`src/rtl/f2i_pkg.sv`:
```
// Shared constants and the decoded-operand type for the float-to-integer
// converter. Both source formats are widened to the binary64 significand
// width so that one aligner serves them.
package f2i_pkg;
    localparam int SP_EXP_W = 8;
    localparam int SP_MAN_W = 23;
    localparam int DP_EXP_W = 11;
    localparam int DP_MAN_W = 52;
    localparam int IN_W     = DP_EXP_W + DP_MAN_W + 1;
    localparam int SP_W     = SP_EXP_W + SP_MAN_W + 1;
    localparam int SIG_W    = DP_MAN_W + 1;   // significand with hidden bit
    localparam int EXP_SW   = DP_EXP_W + 2;   // signed unbiased exponent

    typedef struct packed {
        logic                     sign;
        logic                     nan;
        logic                     inf;
        logic                     zero;
        logic signed [EXP_SW-1:0] exp;   // value = sig * 2^(exp - (SIG_W-1))
        logic [SIG_W-1:0]         sig;
    } f2i_unpacked_t;
endpackage

```
`src/rtl/f2i_unpack.sv`:
```
// Decodes one IEEE-754 operand of the given exponent and mantissa width into
// sign, class bits, unbiased exponent and a left-justified significand of
// SIG_W bits. Assumes MAN_W < SIG_W and EXP_W + 2 <= EXP_SW.
// Denormals get the minimum exponent and a zero hidden bit.
module f2i_unpack
    import f2i_pkg::*;
#(
    parameter int EXP_W = 8,
    parameter int MAN_W = 23
) (
    input  logic [EXP_W+MAN_W:0] bits,
    output f2i_unpacked_t        fields
);
    localparam int BIAS = (1 << (EXP_W - 1)) - 1;

    logic [EXP_W-1:0] e_raw;
    logic [MAN_W-1:0] f_raw;

    assign e_raw = bits[EXP_W+MAN_W-1:MAN_W];
    assign f_raw = bits[MAN_W-1:0];

    // Classify the operand and place its significand at the top of SIG_W bits.
    always_comb begin
        fields                        = '0;
        fields.sign                   = bits[EXP_W+MAN_W];
        fields.nan                    = (&e_raw) && (|f_raw);
        fields.inf                    = (&e_raw) && !(|f_raw);
        fields.zero                   = !(|e_raw) && !(|f_raw);
        fields.exp                    = EXP_SW'((e_raw == '0) ? (1 - BIAS)
                                                              : (int'(e_raw) - BIAS));
        fields.sig[SIG_W-1]           = |e_raw;
        fields.sig[SIG_W-2 -: MAN_W]  = f_raw;
    end
endmodule

```
`src/rtl/f2i_align.sv`:
```
// Moves the binary point of a decoded significand to the integer boundary.
// Yields the integer magnitude, a guard bit (first discarded bit) and a
// sticky bit (OR of all later discarded bits). Flags 'huge' when the exponent
// alone puts the value at or beyond 2^WIDE_W. Assumes WIDE_W >= SIG_W.
module f2i_align
    import f2i_pkg::*;
#(
    parameter int WIDE_W = 64
) (
    input  logic signed [EXP_SW-1:0] fld_exp,
    input  logic [SIG_W-1:0]         fld_sig,
    output logic [WIDE_W-1:0]        mag,
    output logic                     guard,
    output logic                     sticky,
    output logic                     huge
);
    localparam int FRAC = SIG_W - 1;        // fraction bits below the hidden bit
    localparam int SPAN = SIG_W + 1;        // shift at which everything is sticky
    localparam int TW   = SIG_W + SPAN;

    int            e_i;
    int            sh;
    logic [TW-1:0] t;

    // Select left shift, right shift with guard/sticky, or out-of-range.
    always_comb begin
        e_i    = int'(fld_exp);
        sh     = 0;
        t      = '0;
        mag    = '0;
        guard  = 1'b0;
        sticky = 1'b0;
        huge   = 1'b0;
        if (e_i >= WIDE_W) begin
            huge = 1'b1;
        end else if (e_i >= FRAC) begin
            mag = WIDE_W'(fld_sig) << (e_i - FRAC);
        end else begin
            sh     = FRAC - e_i;
            if (sh > SPAN) sh = SPAN;
            t      = {fld_sig, SPAN'(0)} >> sh;
            mag    = WIDE_W'(t[TW-1:SPAN]);
            guard  = t[SPAN-1];
            sticky = |t[SPAN-2:0];
        end
    end
endmodule

```
`src/rtl/f2i_round.sv`:
```
// Rounds an aligned magnitude and applies the exception rules in priority
// order: NaN, then negative input to an unsigned target, then overflow, then
// zero, then the ordinary signed or unsigned result. Results narrower than
// WIDE_W are zero-extended. Assumes NARROW_W < WIDE_W.
module f2i_round #(
    parameter int WIDE_W   = 64,
    parameter int NARROW_W = 32
) (
    input  logic              sign,
    input  logic              nan,
    input  logic              inf,
    input  logic              zero,
    input  logic              huge,
    input  logic [WIDE_W-1:0] mag,
    input  logic              guard,
    input  logic              sticky,
    input  logic              tgt_64,
    input  logic              tgt_signed,
    input  logic              chop,
    output logic [WIDE_W-1:0] result,
    output logic              invalid,
    output logic              inexact
);
    logic              inc;
    logic [WIDE_W:0]   rnd;
    logic [WIDE_W:0]   u_max;
    logic [WIDE_W:0]   s_pos_max;
    logic [WIDE_W:0]   s_neg_mag;
    logic [WIDE_W:0]   limit;
    logic [WIDE_W-1:0] ones_res;
    logic [WIDE_W-1:0] neg_res;
    logic              over;

    // Nearest-even increment and the rounded magnitude with carry-out.
    assign inc = !chop && guard && (sticky || mag[0]);
    assign rnd = {1'b0, mag} + (WIDE_W+1)'(inc);

    // Range limits of the selected target width.
    assign u_max     = tgt_64 ? {1'b0, {WIDE_W{1'b1}}} : (WIDE_W+1)'({NARROW_W{1'b1}});
    assign s_pos_max = u_max >> 1;
    assign s_neg_mag = s_pos_max + (WIDE_W+1)'(1);
    assign ones_res  = u_max[WIDE_W-1:0];
    assign limit     = tgt_signed ? (sign ? s_neg_mag : s_pos_max) : u_max;
    assign over      = huge || inf || (rnd > limit);
    assign neg_res   = (~rnd[WIDE_W-1:0] + WIDE_W'(1)) & ones_res;

    // Priority selection of result and flags.
    always_comb begin
        result  = '0;
        invalid = 1'b0;
        inexact = 1'b0;
        if (nan) begin
            result  = ones_res;
            invalid = 1'b1;
        end else if (!tgt_signed && sign && !zero) begin
            invalid = 1'b1;
        end else if (over) begin
            invalid = 1'b1;
            if (!tgt_signed)  result = ones_res;
            else if (sign)    result = s_neg_mag[WIDE_W-1:0];
            else              result = s_pos_max[WIDE_W-1:0];
        end else if (!zero) begin
            result  = sign ? neg_res : rnd[WIDE_W-1:0];
            inexact = guard || sticky;
        end
    end
endmodule

```
`src/rtl/f2i_conv.sv`:
```
// Two-stage float-to-integer converter. Stage 1 decodes the binary32 or
// binary64 operand and aligns it onto the integer grid. Stage 2 rounds,
// resolves exceptions and registers the result. One conversion per cycle,
// no stall. Synchronous active-low reset clears the valid bits and outputs.
module f2i_conv
    import f2i_pkg::*;
#(
    parameter int WIDE_W   = 64,
    parameter int NARROW_W = 32
) (
    input  logic              clk,
    input  logic              rst_n,
    input  logic              in_valid,
    input  logic              in_dbl,
    input  logic [IN_W-1:0]   in_bits,
    input  logic              tgt_64,
    input  logic              tgt_signed,
    input  logic              rnd_chop,
    output logic              out_valid,
    output logic [WIDE_W-1:0] out_result,
    output logic              out_invalid,
    output logic              out_inexact
);
    localparam int N_FMT = 2;

    f2i_unpacked_t     fmt_f [N_FMT];
    f2i_unpacked_t     sel_f;
    logic [WIDE_W-1:0] al_mag;
    logic              al_guard, al_sticky, al_huge;

    logic              s1_valid, s1_sign, s1_nan, s1_inf, s1_zero, s1_huge;
    logic [WIDE_W-1:0] s1_mag;
    logic              s1_guard, s1_sticky, s1_t64, s1_sgn, s1_chop;

    logic [WIDE_W-1:0] rd_result;
    logic              rd_invalid, rd_inexact;

    // One decoder per source format: index 0 binary32, index 1 binary64.
    for (genvar g = 0; g < N_FMT; g++) begin : g_fmt
        if (g == 0) begin : g_sp
            f2i_unpack #(.EXP_W(SP_EXP_W), .MAN_W(SP_MAN_W)) u_unpack (
                .bits   (in_bits[SP_W-1:0]),
                .fields (fmt_f[g])
            );
        end else begin : g_dp
            f2i_unpack #(.EXP_W(DP_EXP_W), .MAN_W(DP_MAN_W)) u_unpack (
                .bits   (in_bits),
                .fields (fmt_f[g])
            );
        end
    end

    assign sel_f = in_dbl ? fmt_f[1] : fmt_f[0];

    f2i_align #(.WIDE_W(WIDE_W)) u_align (
        .fld_exp (sel_f.exp),
        .fld_sig (sel_f.sig),
        .mag     (al_mag),
        .guard   (al_guard),
        .sticky  (al_sticky),
        .huge    (al_huge)
    );

    // Stage 1 register: aligned operand and conversion controls.
    always_ff @(posedge clk) begin
        if (!rst_n) begin
            s1_valid  <= 1'b0;
            s1_sign   <= 1'b0;
            s1_nan    <= 1'b0;
            s1_inf    <= 1'b0;
            s1_zero   <= 1'b0;
            s1_huge   <= 1'b0;
            s1_mag    <= '0;
            s1_guard  <= 1'b0;
            s1_sticky <= 1'b0;
            s1_t64    <= 1'b0;
            s1_sgn    <= 1'b0;
            s1_chop   <= 1'b0;
        end else begin
            s1_valid  <= in_valid;
            s1_sign   <= sel_f.sign;
            s1_nan    <= sel_f.nan;
            s1_inf    <= sel_f.inf;
            s1_zero   <= sel_f.zero;
            s1_huge   <= al_huge;
            s1_mag    <= al_mag;
            s1_guard  <= al_guard;
            s1_sticky <= al_sticky;
            s1_t64    <= tgt_64;
            s1_sgn    <= tgt_signed;
            s1_chop   <= rnd_chop;
        end
    end

    f2i_round #(.WIDE_W(WIDE_W), .NARROW_W(NARROW_W)) u_round (
        .sign       (s1_sign),
        .nan        (s1_nan),
        .inf        (s1_inf),
        .zero       (s1_zero),
        .huge       (s1_huge),
        .mag        (s1_mag),
        .guard      (s1_guard),
        .sticky     (s1_sticky),
        .tgt_64     (s1_t64),
        .tgt_signed (s1_sgn),
        .chop       (s1_chop),
        .result     (rd_result),
        .invalid    (rd_invalid),
        .inexact    (rd_inexact)
    );

    // Stage 2 register: final result, flags qualified by valid.
    always_ff @(posedge clk) begin
        if (!rst_n) begin
            out_valid   <= 1'b0;
            out_result  <= '0;
            out_invalid <= 1'b0;
            out_inexact <= 1'b0;
        end else begin
            out_valid   <= s1_valid;
            out_result  <= s1_valid ? rd_result : '0;
            out_invalid <= s1_valid && rd_invalid;
            out_inexact <= s1_valid && rd_inexact;
        end
    end
endmodule

```
`config.mk`:
```
export PLATFORM = sky130hd
export DESIGN_NAME = f2i_conv
export DESIGN_NICKNAME = d
export VERILOG_FILES = /design/src/rtl/f2i_pkg.sv /design/src/rtl/f2i_unpack.sv /design/src/rtl/f2i_align.sv /design/src/rtl/f2i_round.sv /design/src/rtl/f2i_conv.sv
export SDC_FILE = /design/constraint.sdc
export NUM_CORES = 1
export LEC_CHECK = 0
export CAP_MARGIN = 15
export CORE_ASPECT_RATIO = 0.9
export CORE_MARGIN = 2
export CORE_UTILIZATION = 45
export CTS_CLUSTER_DIAMETER = 30
export DETAILED_ROUTE_END_ITERATION = 10
export DONT_BUFFER_PORTS = 1
export PLACE_DENSITY = 0.63
export SETUP_SLACK_MARGIN = 0.15
export SYNTH_ARGS = -nofsm -noshare
export SYNTH_HDL_FRONTEND = slang
export SYNTH_HIERARCHICAL = 1
export SYNTH_SLANG_ARGS = --single-unit
```
`constraint.sdc`:
```
create_clock -name clk -period 5.7 [get_ports clk]
set_input_delay 0.57 -clock clk [delete_from_list [all_inputs] [get_ports clk]]
set_output_delay 0.57 -clock clk [all_outputs]
set_load 0.01 [all_outputs]
```
# After elaboration in Yosys (flattened, before gate mapping)
# Cells that the tools add are included.
# Widths: inputs -> output; s select.
# classes
add_sub_neg,7
n_lt_le_gt_ge,4
n_shift,2
muxes,25
bitwise_logic,4
reduce_logical,36
# ops
operator,n
$mux 64,8
$mux 65,2
$shr 107x32->107,1
$mux 32,3
$mux 70,1
$add 64x1->65,1
$add 64x1->65 const B,1
$gt 65x65->1,1
$add 64x1->64 const B,1
$and 64x64->64,1
$not 64->64,1
$shl 53x32->64,1
$mux 53,1
$reduce_or 53->1,1
$reduce_or 52->1,1
$gt 32x7->1 const B,1
$mux 13,2
$reduce_or 23->1,1
$sub 13x7->14 const B,1
$sub 7x13->14 const A,1
$ge 13x7->1 const B,1
$ge 13x8->1 const B,1
$logic_and 1x1->1,12
$sub 11x10->12 const B,1
14 further kinds,32
# word_totals
register_bits,142
inputBits,71
wordCells,95

# Longest topological paths before layout
# logic_depth
ltp_word,12
mapped_depth,29
mapped_depth_nobuf,23

# Cells and area by module
# The synthesis kept the hierarchy.
# by_module_without_submodules
module,n_inst,cells_each,area_per_inst_um2,seq_area_each_um2
f2i_align,1,1549,9285.2,0.0
f2i_round,1,897,6145.9,0.0
f2i_conv,1,384,4959.8,2842.7
f2i_unpack at g_fmt[1].g_dp.u_unpack,1,112,788.3,0.0
f2i_unpack at g_fmt[0].g_sp.u_unpack,1,99,684.4,0.0

# Worst setup path after synthesis
# OpenSTA, ideal clock, no wires.
# synth_path
path_type,input port to flip-flop
startpoint,input in_bits[52]
endpoint,register s1_sticky
setup_time_ns,0.115
arrival_ns,5.890
path_slack_ns,-0.305
path_stages,27
n_path_buf,7
cell_sequence,inv_1 -> ha_1 -> nor4b_1 -> a31oi_1 -> mux2_4 -> buf_2 -> inv_1 -> clkbuf_1 -> buf_1 -> clkbuf_1 -> ha_1 -> a21oi_2 -> nor2b_1 -> buf_2 -> a2111o_1 -> a211oi_4 -> a21oi_2 -> buf_4 -> buf_6 -> a22oi_1 -> a41oi_1 -> o32ai_1 -> nand3_1 -> a211oi_1 -> a31o_1 -> a31oi_1 -> and2_1
# synth_rtl
item,line,rtl
"start, declared",f2i_conv.sv:15,"input logic [IN_W-1:0] in_bits,"
"end signal, assigned",f2i_conv.sv:88,s1_sticky <= al_sticky;
"end, declared",f2i_conv.sv:33,"logic s1_guard, s1_sticky, s1_t64, s1_sgn, s1_chop;"

# Worst setup path after layout
# layout_path
startpoint,register s1_sticky
endpoint,register out_result[11]
# layout_via
elab_chain_cells,11
# layout_rtl
item,line,rtl
$logic_or 1x1->1 (*),f2i_round.sv:35,assign inc = !chop && guard && (sticky || mag[0]);
$logic_and 1x1->1 (*),f2i_round.sv:35,
$add 64x1->65 (*),f2i_round.sv:36,"assign rnd = {1'b0, mag} + (WIDE_W+1)'(inc);"
$not 64->64,f2i_round.sv:45,assign neg_res = (~rnd[WIDE_W-1:0] + WIDE_W'(1)) & ones_res;
$add 64x1->64,f2i_round.sv:45,
$and 64x64->64,f2i_round.sv:45,
$mux 64,f2i_round.sv:63,result = sign ? neg_res : rnd[WIDE_W-1:0];
$mux 64,f2i_round.sv:62,end else if (!zero) begin
$mux 64 (*),f2i_round.sv:57,end else if (over) begin
$mux 64 (*),f2i_round.sv:55,end else if (!tgt_signed && sign && !zero) begin
$mux 64 (*),f2i_round.sv:52,if (nan) begin
via rd_result[11],f2i_conv.sv:35,logic [WIDE_W-1:0] rd_result;
"end signal, assigned",f2i_conv.sv:121,out_result <= s1_valid ? rd_result : '0;
"end, declared",f2i_conv.sv:20,"output logic [WIDE_W-1:0] out_result,"
# The timed path passes the listed nets; every way through them passes the cells marked *.
# A chain may end at the register's enable or synchronous reset.

==> flow_metrics.tcl <==
set metrics [dict create \
    status "finished clean" \
    peakVddDrop_uv 205 \
    ios 138 \
    grtUsageTotal 0.393 \
    h-tree-depth 4 \
    die_w_um 236 \
    ys_warn_count 6 \
    cts_buffer_depth 2 \
    ys_seq_elements 142 \
    gp_congestion 1.05 \
    dp.cells 3649 \
    synthTopCellsByCount "nand2_1 (357), nor2_1 (229), a21oi_1 (194)" \
    numCtsBuffers 17 \
    final_nets 3213 \
    dp_hpwl_um 79900 \
    viasPerCell 6.72 \
    drt-pass1-iter-count 6 \
    clk_pin_slew_worst_paths_ns 0.06 \
    max_stage_delay_ns 0.64 \
    wl_met1_um 46900 \
    holdWs_ns 0.256 \
    cap_violations 0 \
    highest_layer "met4" \
    cp-start-kind "register" \
    tns_ns 0 \
    route.detailed.drc 0 \
    min_path_type "in -> reg" \
    ys_seq_area_frac 0.130 \
    core_region_area_um2 47900 \
    place.port_buffers 0 \
    met3WireLength_um 12400 \
    routedWlPerCell_um 27.7 \
    clk_latency_ns 0.44 \
    postCtsHoldBufs 0 \
    finClkSkew_ns 0.00901 \
    cts_tree "built" \
    avgSynthCellArea_um2 7.19 \
    wl_met2_um 40600 \
    vias 24883 \
    area_growth_pct 11.2 \
    die-area_um2 50400 \
    synth_edf_count 0 \
    top_regs "out_result: 64 flops, s1_mag: 64 flops" \
    min_period_ns 5.43 \
    stdcell_count 3702 \
    synth-main-ff-cell "dfxtp_1" \
    floorplan.initialDensity 0.456 \
    netlist_instances 3041 \
    grt_pass1_vias 22895 \
    syn_area_um2 21900 \
    die_y_um 213 \
    r2r_cells 24 \
    cts_num_sinks 142 \
    critPathRequiredTime_ns 6.03 \
    max-slew-margin-rel 0.237 \
    slowest_stage "or4_4" \
    cp_cell_sequence "nor2_1 > nor3b_2 > ha_2 > ha_4 > nand4_4 > buf_4 > nor4_4 > buf_2 > nand4_1 > xnor2_1 > ha_1 > nand4_1 > or4_4 > nor4_4 > buf_4 > and4b_1 > a21oi_1 > a22oi_2 > and2_4 > buf_6 > clkbuf_16 > a21boi_0 > o221ai_1 > and3_1" \
    grt-ovfl-total 0 \
    yosysMostFrequentCell "nand2_1" \
    synth_area_leaders "dfxtp_1 (13%), nand2_1 (6.1%), mux2_4 (4.5%), ha_1 (4.5%), a21oi_1 (4.4%)" \
    leakagePower_nw 10.5 \
    grt_max_degree 143 \
    rsz0062_at_grt "yes" \
    drt-total-wl_um 103000 \
    powerDensity_nw_per_um2 231 \
    max_freq_mhz 184 \
    post-route-period-util 0.953 \
    hold_viol_final 0 \
    async_flop_share 0 \
    p_total_mw 5.61 \
    grt_pass1_wl_um 150000 \
    yosysTopAreaCell "dfxtp_1" \
    setup_violations 0 \
    crit_path_end_kind "register" \
    ctsRootBufferMaster "clkbuf_16" \
    drive_gt1_frac 0.192 \
    drtIter0Drc 3274 \
    row_count 76 \
    tightestPinTransition_ns 1.14 \
    antenna_found_initial 4 \
    drv_slew 0 \
    netlist.area_leader.share 0.130 \
    crit_fanout 12 \
    ant_nets 0 \
    hold_depth 1 \
    fillers 4789 \
    critPathKind "reg -> reg" \
    arrival_ns 5.76 \
    yosysUniqueCellTypes 116 \
]
==> through the flow <==
step | util | instance area (µm²) | setup WS, ns
floorplan | - | 22000 | 0.144
global placement | 0.486 | 23300 | 0.101
detailed placement | 0.486 | 23300 | 0.0526
CTS | 0.499 | 23900 | 0.146
global route | 0.507 | 24300 | 0.0659
finish | 0.507 | 24300 | 0.269
==> power breakdown <==
part	switching, mW	internal, mW	total (mW)	leakage, nW
registers	0.0504	1.03	1.08	1.15
clock network	0.467	0.655	1.12	0.268
logic	2.12	1.29	3.41	9.09
==> area by class of cell <==
class | count | area (µm²) | area share
clock inverter | 13 | 141 | 0.00582
clock buffer | 19 | 443 | 0.0182
antenna | 1 | 2.50 | 0.000103
timing repair buffer | 314 | 2610 | 0.107
inverter | 66 | 248 | 0.0102
multi-input combinational | 2523 | 17200 | 0.709
tap | 624 | 781 | 0.0321
sequential | 142 | 2840 | 0.117
==> critical path: cells and delay by family (launching register included) <==
kind | cells | cell delay (ns)
AND/OR/NAND/NOR | 11 | 2.51
buffers and inverters | 5 | 0.97
adder cells (fa/ha/maj) | 3 | 0.73
AO/OA/AOI/OAI | 4 | 0.62
flip-flops | 1 | 0.33
XOR/XNOR | 1 | 0.19
==> placed cells by master, fill, tap and decap left out, types with 40 or more instances in the layout <==
cell,netlist,final
buf_4,120,291
mux2_4,66,66
a211oi_1,53,52
and3_1,96,94
inv_1,63,63
a21oi_1,194,191
and2_1,89,87
ha_1,78,75
mux2i_1,83,83
o22ai_1,40,40
o21ai_0,171,169
xor2_1,48,44
nor3_1,83,81
a21o_1,43,43
nor2_1,229,225
nand2_1,357,356
xnor2_1,74,69
nand3_1,101,101
nand4_1,69,69
dfxtp_1,142,141
==> path summary, 6_finish.rpt <==
check,from,end,slack [ns]
worst max-delay path,s1_sticky,out_result[11],0.27
worst min-delay path,in_valid,s1_valid,0.26
worst max register to register,s1_sticky,out_result[11],0.27
worst min register to register,s1_guard,out_inexact,0.73
==> kinds of logic (layout without fill, tap and decap cells) <==
family,Yosys count,in the layout,synth area share
AO/OA/AOI/OAI,862,862,0.266
XOR/XNOR,123,123,0.0496
adder cells (fa/ha/maj),78,78,0.0446
buffers and inverters,404,412,0.0990
flip-flops,142,142,0.130
multiplexers,203,203,0.122
other,1,30,0.000172
AND/OR/NAND/NOR,1228,1228,0.289
==> repair_timing <==
| action | 4_1_cts | 5_1_grt |
|---|---|---|
| gates resized for setup | 4 | 56 |
| endpoints found under the setup margin | 36 | 67 |
| setup buffers | 0 | 16 |
| cloned | 0 | 3 |
| pin swaps | 0 | 16 |
==> routing by layer <==
layer	GRT usage	vias to the layer above
met5	0	-
met2	0.556	1478
met4	0.109	0
met1	0.581	12071
met3	0.0980	170
li1	-	11164
(Power assumes the default switching activity.)
